<file path="src/rtl/llsc_pkg.sv">
package llsc_pkg;
  typedef enum logic [2:0] {
    ST_IDLE, ST_RD_REQ, ST_RD_WAIT, ST_SC_SEND, ST_SC_WAIT, ST_RESP
  } ctrl_state_e;

  localparam logic OP_LL = 1'b0;
  localparam logic OP_SC = 1'b1;
endpackage

</file>
<file path="src/rtl/llsc_resv_reg.sv">
module llsc_resv_reg #(
  parameter int ADDR_W = 8,
  parameter int DATA_W = 64
) (
  input  logic              clk_i,
  input  logic              rst_ni,
  input  logic              arm_i,
  input  logic [ADDR_W-1:0] arm_addr_i,
  input  logic              arm_long_i,
  input  logic              fill_i,
  input  logic [DATA_W-1:0] fill_data_i,
  input  logic              drop_i,
  input  logic [ADDR_W-1:0] qry_addr_i,
  input  logic              qry_long_i,
  input  logic              coh_valid_i,
  input  logic [ADDR_W-1:0] coh_addr_i,
  output logic              hit_o,
  output logic [ADDR_W-1:0] addr_o,
  output logic              long_o,
  output logic [DATA_W-1:0] data_o
);
  logic              valid_q;
  logic [ADDR_W-1:0] addr_q;
  logic              long_q;
  logic [DATA_W-1:0] data_q;

  always_ff @(posedge clk_i or negedge rst_ni) begin
    if (!rst_ni) begin
      valid_q <= 1'b0;
      addr_q  <= '0;
      long_q  <= 1'b0;
      data_q  <= '0;
    end else begin
      if (drop_i)     valid_q <= 1'b0;
      else if (arm_i) valid_q <= 1'b1;
      if (arm_i) begin
        addr_q <= arm_addr_i;
        long_q <= arm_long_i;
      end
      if (fill_i) data_q <= fill_data_i;
    end
  end

  // width must match too: a 64-bit entry never serves a 32-bit access
  assign hit_o  = valid_q && (addr_q == qry_addr_i) && (long_q == qry_long_i);
  assign addr_o = addr_q;
  assign long_o = long_q;
  assign data_o = data_q;


  coh_keeps_resv_chk: assert property (@(posedge clk_i) disable iff (!rst_ni)
    (coh_valid_i && (coh_addr_i == addr_q) && !arm_i && !drop_i && !fill_i)
      |=> ($stable(valid_q) && $stable(data_q)));


  drop_clears_chk: assert property (@(posedge clk_i) disable iff (!rst_ni)
    drop_i |=> !valid_q);
endmodule

</file>
<file path="src/rtl/llsc_sc_packer.sv">
module llsc_sc_packer #(
  parameter int FLIT_W = 32
) (
  input  logic                clk_i,
  input  logic                rst_ni,
  input  logic                load_i,
  input  logic [2*FLIT_W-1:0] new_i,
  input  logic [2*FLIT_W-1:0] old_i,
  input  logic                long_i,
  input  logic                flit_ready_i,
  output logic                flit_valid_o,
  output logic [FLIT_W-1:0]   flit_data_o,
  output logic                flit_last_o,
  output logic                done_o
);
  localparam int HALVES = 2;

  logic                busy_q;
  logic [1:0]          idx_q;
  logic [2*FLIT_W-1:0] new_q;
  logic [FLIT_W-1:0]   old_w [HALVES];
  logic [FLIT_W-1:0]   new_w [HALVES];
  logic                sel_new, part;

  for (genvar g = 0; g < HALVES; g++) begin : g_split
    assign old_w[g] = old_i[g*FLIT_W +: FLIT_W];
    assign new_w[g] = new_q[g*FLIT_W +: FLIT_W];
  end

  assign sel_new      = long_i ? idx_q[1] : idx_q[0];
  assign part         = long_i & idx_q[0];
  assign flit_data_o  = sel_new ? new_w[part] : old_w[part];
  assign flit_last_o  = busy_q && (idx_q == (long_i ? 2'd3 : 2'd1));
  assign flit_valid_o = busy_q;
  assign done_o       = busy_q && flit_ready_i && flit_last_o;

  always_ff @(posedge clk_i or negedge rst_ni) begin
    if (!rst_ni) begin
      busy_q <= 1'b0;
      idx_q  <= '0;
      new_q  <= '0;
    end else if (load_i) begin
      busy_q <= 1'b1;
      idx_q  <= '0;
      new_q  <= new_i;
    end else if (busy_q && flit_ready_i) begin
      if (flit_last_o) busy_q <= 1'b0;
      else             idx_q  <= idx_q + 2'd1;
    end
  end


  flit_hold_chk: assert property (@(posedge clk_i) disable iff (!rst_ni)
    (flit_valid_o && !flit_ready_i) |=>
      (flit_valid_o && $stable(flit_data_o) && $stable(flit_last_o)));


  last_ends_pkt_chk: assert property (@(posedge clk_i) disable iff (!rst_ni)
    (flit_valid_o && flit_ready_i && flit_last_o) |=> !flit_valid_o);
endmodule

</file>
<file path="src/rtl/llsc_resv_ctrl.sv">
module llsc_resv_ctrl
  import llsc_pkg::*;
#(
  parameter int ADDR_W = 8,
  parameter int FLIT_W = 32
) (
  input  logic                clk_i,
  input  logic                rst_ni,
  input  logic                req_valid_i,
  output logic                req_ready_o,
  input  logic                req_op_i,
  input  logic                req_long_i,
  input  logic [ADDR_W-1:0]   req_addr_i,
  input  logic [2*FLIT_W-1:0] req_wdata_i,
  output logic                rsp_valid_o,
  output logic [2*FLIT_W-1:0] rsp_data_o,
  output logic                rsp_fail_o,
  output logic                rd_req_valid_o,
  input  logic                rd_req_ready_i,
  output logic [ADDR_W-1:0]   rd_addr_o,
  output logic                rd_long_o,
  input  logic                rd_rsp_valid_i,
  input  logic [2*FLIT_W-1:0] rd_rsp_data_i,
  output logic                sc_flit_valid_o,
  input  logic                sc_flit_ready_i,
  output logic [FLIT_W-1:0]   sc_flit_data_o,
  output logic                sc_flit_last_o,
  output logic [ADDR_W-1:0]   sc_addr_o,
  input  logic                sc_rsp_valid_i,
  input  logic                sc_rsp_fail_i,
  input  logic                coh_valid_i,
  input  logic [ADDR_W-1:0]   coh_addr_i
);
  localparam int DATA_W = 2 * FLIT_W;

  ctrl_state_e       state_q, state_d;
  logic              acc, is_sc, hit, pkt_done;
  logic              arm, drop, fill, load;
  logic [DATA_W-1:0] fill_data, resv_data;
  logic [ADDR_W-1:0] resv_addr;
  logic              resv_long;
  logic [DATA_W-1:0] rsp_data_q;
  logic              rsp_fail_q;

  assign req_ready_o    = (state_q == ST_IDLE);
  assign acc            = req_valid_i && req_ready_o;
  assign is_sc          = (req_op_i == OP_SC);
  assign arm            = acc && !is_sc && !hit;
  assign drop           = acc && is_sc;
  assign load           = acc && is_sc && hit;
  assign fill           = (state_q == ST_RD_WAIT) && rd_rsp_valid_i;
  assign fill_data      = rd_long_o ? rd_rsp_data_i
                                    : {{FLIT_W{1'b0}}, rd_rsp_data_i[FLIT_W-1:0]};
  assign rd_req_valid_o = (state_q == ST_RD_REQ);
  assign rd_addr_o      = resv_addr;
  assign rd_long_o      = resv_long;
  assign sc_addr_o      = resv_addr;
  assign rsp_valid_o    = (state_q == ST_RESP);
  assign rsp_data_o     = rsp_data_q;
  assign rsp_fail_o     = rsp_fail_q;

  llsc_resv_reg #(.ADDR_W(ADDR_W), .DATA_W(DATA_W)) u_resv (
    .clk_i, .rst_ni,
    .arm_i(arm), .arm_addr_i(req_addr_i), .arm_long_i(req_long_i),
    .fill_i(fill), .fill_data_i(fill_data), .drop_i(drop),
    .qry_addr_i(req_addr_i), .qry_long_i(req_long_i),
    .coh_valid_i, .coh_addr_i,
    .hit_o(hit), .addr_o(resv_addr), .long_o(resv_long), .data_o(resv_data)
  );

  llsc_sc_packer #(.FLIT_W(FLIT_W)) u_pack (
    .clk_i, .rst_ni,
    .load_i(load), .new_i(req_wdata_i), .old_i(resv_data), .long_i(resv_long),
    .flit_ready_i(sc_flit_ready_i), .flit_valid_o(sc_flit_valid_o),
    .flit_data_o(sc_flit_data_o), .flit_last_o(sc_flit_last_o), .done_o(pkt_done)
  );

  always_comb begin
    state_d = state_q;
    unique case (state_q)
      ST_IDLE:    if (acc) state_d = is_sc ? (hit ? ST_SC_SEND : ST_RESP)
                                           : (hit ? ST_RESP : ST_RD_REQ);
      ST_RD_REQ:  if (rd_req_ready_i) state_d = ST_RD_WAIT;
      ST_RD_WAIT: if (rd_rsp_valid_i) state_d = ST_RESP;
      ST_SC_SEND: if (pkt_done) state_d = ST_SC_WAIT;
      ST_SC_WAIT: if (sc_rsp_valid_i) state_d = ST_RESP;
      ST_RESP:    state_d = ST_IDLE;
      default:    state_d = ST_IDLE;
    endcase
  end

  always_ff @(posedge clk_i or negedge rst_ni) begin
    if (!rst_ni) begin
      state_q    <= ST_IDLE;
      rsp_data_q <= '0;
      rsp_fail_q <= 1'b0;
    end else begin
      state_q <= state_d;
      if (acc && !is_sc && hit) begin
        rsp_data_q <= resv_data;
        rsp_fail_q <= 1'b0;
      end else if (acc && is_sc && !hit) begin
        rsp_data_q <= '0;
        rsp_fail_q <= 1'b1;
      end else if (fill) begin
        rsp_data_q <= fill_data;
        rsp_fail_q <= 1'b0;
      end else if ((state_q == ST_SC_WAIT) && sc_rsp_valid_i) begin
        rsp_data_q <= '0;
        rsp_fail_q <= sc_rsp_fail_i;
      end
    end
  end


  rsp_exclusive_chk: assert property (@(posedge clk_i) disable iff (!rst_ni)
    rsp_valid_o |-> (!rd_req_valid_o && !sc_flit_valid_o));


  single_flight_chk: assert property (@(posedge clk_i) disable iff (!rst_ni)
    acc |=> !req_ready_o);


  ll_spin_chk: assert property (@(posedge clk_i) disable iff (!rst_ni)
    (acc && !is_sc && hit) |=> (rsp_valid_o && !rd_req_valid_o && !rsp_fail_o));


  sc_local_fail_chk: assert property (@(posedge clk_i) disable iff (!rst_ni)
    (acc && is_sc && !hit) |=> (rsp_valid_o && rsp_fail_o && !sc_flit_valid_o));


  rd_hold_chk: assert property (@(posedge clk_i) disable iff (!rst_ni)
    (rd_req_valid_o && !rd_req_ready_i) |=> (rd_req_valid_o && $stable(rd_addr_o)));


  sc_verdict_chk: assert property (@(posedge clk_i) disable iff (!rst_ni)
    ((state_q == ST_SC_WAIT) && sc_rsp_valid_i) |=>
      (rsp_valid_o && (rsp_fail_o == $past(sc_rsp_fail_i))));
endmodule

</file>
<file path="config.mk">
export PLATFORM = sky130hd
export DESIGN_NAME = llsc_resv_ctrl
export DESIGN_NICKNAME = d
export VERILOG_FILES = /design/src/rtl/llsc_pkg.sv /design/src/rtl/llsc_resv_reg.sv /design/src/rtl/llsc_sc_packer.sv /design/src/rtl/llsc_resv_ctrl.sv
export SDC_FILE = /design/constraint.sdc
export NUM_CORES = 1
export LEC_CHECK = 0
export CAP_MARGIN = 5
export CORE_UTILIZATION = 53
export CTS_BUF_LIST = sky130_fd_sc_hd__clkbuf_8
export DETAILED_ROUTE_END_ITERATION = 16
export GPL_ROUTABILITY_DRIVEN = 1
export PLACE_DENSITY = 0.88
export SETUP_SLACK_MARGIN = 0.05
export SLEW_MARGIN = 20
export SYNTH_ARGS = -nofsm -noshare
export SYNTH_HDL_FRONTEND = slang
export SYNTH_SLANG_ARGS = --single-unit
</file>
<file path="constraint.sdc">
create_clock -name clk_i -period 3.25 [get_ports clk_i]
set_input_delay 0.4875 -clock clk_i [delete_from_list [all_inputs] [get_ports clk_i]]
set_output_delay 0.4875 -clock clk_i [all_outputs]
set_load 0.05 [all_outputs]
</file>
### After elaboration in Yosys (flattened, before gate mapping)

Cells that the tools add are included.
Widths: inputs -> output; s select.

* output and inout bits: 119
* word-level logic and storage cells: 87
* input bits: 155
* register bits: 209

* bitwise operators: 2
* add/subtract/negate cells: 1
* reduce and logical (&&, ||, !) cells: 24
* muxes and demuxes: 35
* eq/ne operators: 14
* magnitude comparators: 1

Operator list (number)
* $mux 64: 5
* $mux 32: 7
* $mux 3: 8
* $pmux 3 s5: 1
* $logic_and 1x1->1: 14
* $mux 1: 10
* $eq 8x8->1: 1
* $mux 2: 4
* $ne 2x2->1 const B: 4
* $eq 3x2->1 const B: 2
* $eq 3x3->1 const B: 2
* $reduce_bool 2->1: 3
* $reduce_and 5->1: 1
* $ne 2x1->1 const B: 2
* $reduce_and 2->1: 2
* $reduce_bool 4->1: 1
* $eq 3x1->1 const B: 1
* $logic_not 3->1: 1
* $add 2x1->2 const B: 1
* $eq 2x2->1: 1
* $ge 2x2->1 const B: 1
* $logic_not 1->1: 2
* $not 1->2: 1
* $and 1x1->1: 1
* $eq 1x1->1: 1

### Logic depth before layout (Yosys ltp)

* word-level depth: 7
* gate-level depth with buffers: 8

### Modules after synthesis

A second synthesis with hierarchy kept.

* cells, all modules: 668
* area total of the unflattened synthesis: 10009.6 µm²

Modules (own cells, without submodules)
* llsc_resv_ctrl: instances 1, cells an instance 307, area each 3469.6 µm²
* llsc_sc_packer: instances 1, cells an instance 191, area each 3397.0 µm²
* llsc_resv_reg: instances 1, cells an instance 170, area each 3143.0 µm²

### Worst setup path after synthesis

Ideal clock, no wire load.

* kind: flip-flop to output port
* start: reg u_resv.long_q, in the netlist u_resv.long_o
* end: out sc_flit_data_o[10]
* slack: 616 ps
* data required time: 2762 ps
* path buffers: 3
* cell stages (with the launch flop): 6
* arrival: 2147 ps
* cell sequence: dfrtp_1 > buf_6 > and2_1 > clkbuf_1 > buf_2 > mux4_2

* longest elaborated chain between the ends: 6
* elaborated cells between the ends (all ways): 10

Ends and longest elaborated chain
* start: declaration: line llsc_resv_reg.sv:24 `logic long_q;`
* start signal: assignment: line llsc_resv_reg.sv:38 `long_q <= arm_long_i;`
* $and 1x1->1: line llsc_sc_packer.sv:31 `assign part = long_i & idx_q[0];`
* $not 1->2 (implied by the code): line llsc_sc_packer.sv:32 `assign flit_data_o = sel_new ? new_w[part] : old_w[part];`
* $mux 32 (implied by the code) (3 in a row): line llsc_sc_packer.sv:32
* $mux 32 *: line llsc_sc_packer.sv:32
* end: declaration: line llsc_resv_ctrl.sv:26 `output logic [FLIT_W-1:0] sc_flit_data_o,`

Mark *: on every way between the ends. The rest lies on a longest branch, timed or not. The select of a mux whose other input is x is not followed.

### Final worst setup path

* start: reg u_pack.idx_q[0]
* end: out sc_flit_data_o[10]

* longest elaborated chain between the ends: 6
* elaborated cells between the ends (all ways): 10

Ends and longest elaborated chain
* start: declaration: line llsc_sc_packer.sv:19 `logic [1:0] idx_q;`
* start signal: assignment: line llsc_sc_packer.sv:48 `else idx_q <= idx_q + 2'd1;`
* $and 1x1->1: line llsc_sc_packer.sv:31
* $not 1->2 (implied by the code): line llsc_sc_packer.sv:32
* $mux 32 (implied by the code) (3 in a row): line llsc_sc_packer.sv:32
* $mux 32 *: line llsc_sc_packer.sv:32

Marked as above.

==> impl_metrics.yaml <==
worst_setup_path:
  worst-path-max-fanout: 18
  crit_path_end_kind: "output pin"
  startpoint: "u_pack.idx_q[0]"
  crit_end: "sc_flit_data_o[10]"
  reg2reg_slack_ns: 0.88
  worstPathRequired_ns: 2.76
  r2r-end: "rsp_data_o[37]"
  r2r-start: "state_q[1]"
  cp.arrival_ns: 2.58
  r2r_cells: 6
  critPathLaunchType: "flop"
  path_class: "flop to output pin"
grt:
  grt_pass1_wl_mm: 42.8
  antenna_found_initial: 0
  grt_pass1_vias: 7901
  grt_overflow: 0
  track_usage_pct: 30.6
  grt_max_degree: 78
synthesis:
  yosysWarningCount: 0
  syn_avg_cell_area_um2: 12.0
  ys_seq_area_share_pct: 55.2
  netlist_instances: 790
  post_synth_instance_area_um2: 9480
  synth_fp_nets: 946
  yosys_register_bits: 209
  yosysUniqueCellTypes: 41
routing:
  ant_nets: 0
  drt-total-wl_mm: 27.6
  drc: 0
  wl_per_cell_um: 21.3
  drt_iter0_markers: 554
  viasPerCell: 5.99
  drtPass1Iterations: 8
  num_vias: 7761
floorplan:
  rows: 48
  die-area_um2: 18400
  num_io_pins: 274
  initial_core_util_pct: 54.6
  coreArea_um2: 17400
  die_h_um: 136
  die_width_um: 136
sta:
  worstMarginPinSlew_ns: 0.820
  final_max_slew_viol_count: 0
  max_freq_mhz: 326
  post-route-period-util_pct: 94.3
  rsz0062_at_grt: "no"
  skew_ns: 0.0186
  finalHoldViolations: 0
  fin_crit_ns: 3.07
  tns_ns: 0
  setup_viol: 0
  relSlewSlack_pct: 45.3
  fin_ws_ns: 0.185
placement:
  dp_hpwl_mm: 17.7
  post-place-ws_ns: 0.373
  port_buffers: 264
  gp_congestion: 0.810
final_layout:
  nNetsFinal: 1207
  n_antenna_cell: 0
  final_cell_mix: "clkdlybuf4s50_1 (231), dfrtp_1 (209), nand2_1 (131)"
  final_common_cell: "clkdlybuf4s50_1"
  syn_to_final_growth_pct: 36.9
  layout-drive-gt1-share_pct: 17.2
job:
  cap_violations: 0
clocking:
  cts_buffers: 35
  cts.root.buffer_cell: "clkbuf_8"
  ctsLongestPathBuffers: 3
  h-tree-depth: 2
  tritoncts: "done"
  clkTransAtPathRegs_ns: 0.06
  clock_latency_ns: 0.52
  cts.sinks: 209
run_status:
  outcome: "finished clean"
min_path:
  min_path_cells: 1
  worstHoldPathType: "flop to flop"
power:
  vdd_drop_max_uv: 750
  powerDensity_nw_per_um2: 910
  leakage_nw: 6.17
==> cell usage after synthesis <==
library cell / n / area share (%)
a2111oi_0: 1 / 0.092
a21o_1: 2 / 0.16
a21oi_1: 51 / 2.7
a22o_1: 32 / 3.0
a22oi_1: 10 / 0.79
a32oi_1: 48 / 4.4
and2_1: 4 / 0.26
and3_1: 3 / 0.20
and4_1: 2 / 0.18
buf_1: 4 / 0.16
buf_2: 19 / 1.0
buf_4: 10 / 0.79
buf_6: 9 / 1.1
clkbuf_1: 30 / 1.2
dfrtp_1: 209 / 55
ha_1: 1 / 0.13
inv_1: 2 / 0.079
mux2_1: 29 / 3.4
mux2_2: 41 / 4.9
mux2i_1: 2 / 0.21
mux4_2: 32 / 7.6
nand2_1: 131 / 5.2
nand2b_1: 1 / 0.066
nand3_1: 9 / 0.48
nand4_1: 20 / 1.3
nand4_2: 1 / 0.13
nand4_4: 1 / 0.22
nor2_1: 57 / 2.3
nor2b_1: 3 / 0.20
nor3_1: 5 / 0.26
nor3b_1: 1 / 0.079
nor4_1: 1 / 0.066
nor4_4: 2 / 0.45
nor4b_2: 1 / 0.16
nor4bb_1: 1 / 0.11
o21a_1: 1 / 0.079
o21ai_0: 1 / 0.053
o31ai_4: 1 / 0.22
xnor2_1: 9 / 0.83
xnor2_2: 1 / 0.17
xor2_1: 2 / 0.18
==> power breakdown <==
part / total, W / internal [W] / switching (W) / leakage, nW
Combinational: 0.00565 / 0.00201 / 0.00363 / 2.97
Sequential: 0.00390 / 0.00330 / 0.000601 / 2.82
Clock: 0.00227 / 0.00124 / 0.00103 / 0.378
Total: 0.0118 / 0.00655 / 0.00526 / 6.17
==> timing repair <==
item | in CTS | in global routing
hold buffers | 1 | 0
gates resized for setup | 9 | 5
pin swaps | 0 | 1
buffers inserted | 0 | 9
endpoints found under the setup margin | 29 | 21
hold endpoints to repair | 74 | 0
==> how the worst min path moves through the flow <==
stage | from | endpoint | slack [ns]
2_1_floorplan | rst_ni | rsp_data_o[0] | 0.19
3_3_place_gp | u_pack.new_q[42] | u_pack.new_q[42] | 0.46
3_5_place_dp | u_pack.new_q[59] | u_pack.new_q[59] | 0.47
4_1_cts | u_pack.new_q[59] | u_pack.new_q[59] | 0.49
5_1_grt | u_pack.new_q[51] | u_pack.new_q[51] | 0.51
6_report | u_pack.new_q[61] | u_pack.new_q[61] | 0.49
==> metrics by stage <==
step / util [%] / power, W / cells / hold WS (ns) / area [um^2]
after global placement: 70.4 / 0.00944 / 1229 / 0.463 / 12200
after CTS: 74.2 / 0.0118 / 1286 / 0.487 / 12900
final: 74.8 / 0.0118 / 1295 / 0.488 / 13000
after detailed placement: 70.4 / 0.00957 / 1229 / 0.471 / 12200
after global routing: 74.8 / 0.0123 / 1295 / 0.507 / 13000
after floorplan: - / 0.00765 / 790 / 0.192 / 9480
==> registers in the layout, summed over array words and instances, names as in the netlist <==
signal               count
rsp_data_o              64
u_resv.long_o            1
rsp_fail_o               1
state_q                  3
u_pack.flit_valid_o      1
u_pack.idx_q             2
u_resv.data_o           64
u_resv.addr_o            8
u_pack.new_q            64
u_resv.valid_q           1
==> per-layer routing <==
metal	wire length [um]	vias up	GRT usage, %
li1	-	3401	-
met1	10500	3881	38.4
met2	13500	400	50.0
met3	2590	79	7.89
met4	1060	0	13.4
met5	0	-	0
==> final cells by class <==
cell class                 count  area, um^2
sequential                   209        5230
fill                        1152        4380
multi-input combinational    507        3870
timing repair buffer         296        2920
clock buffer                  42         578
tap                          225         282
clock inverter                14        88.8
inverter                       2        7.51
==> worst max-delay path, stage by stage (launching register included) <==
cell	delay (ns)
dfrtp_1	0.49
and2_4	0.36
buf_12	0.15
buf_6	0.27
mux4_2	0.56
buf_4	0.21
==> cell families after synthesis <==
group / synth area share (%)
simple gates: 11.6
flops: 55.2
compound gates: 11.5
mux: 16.1
buf+inv: 4.29
xor+xnor: 1.19
fa+ha+maj: 0.132
(Power assumes the default switching activity.)
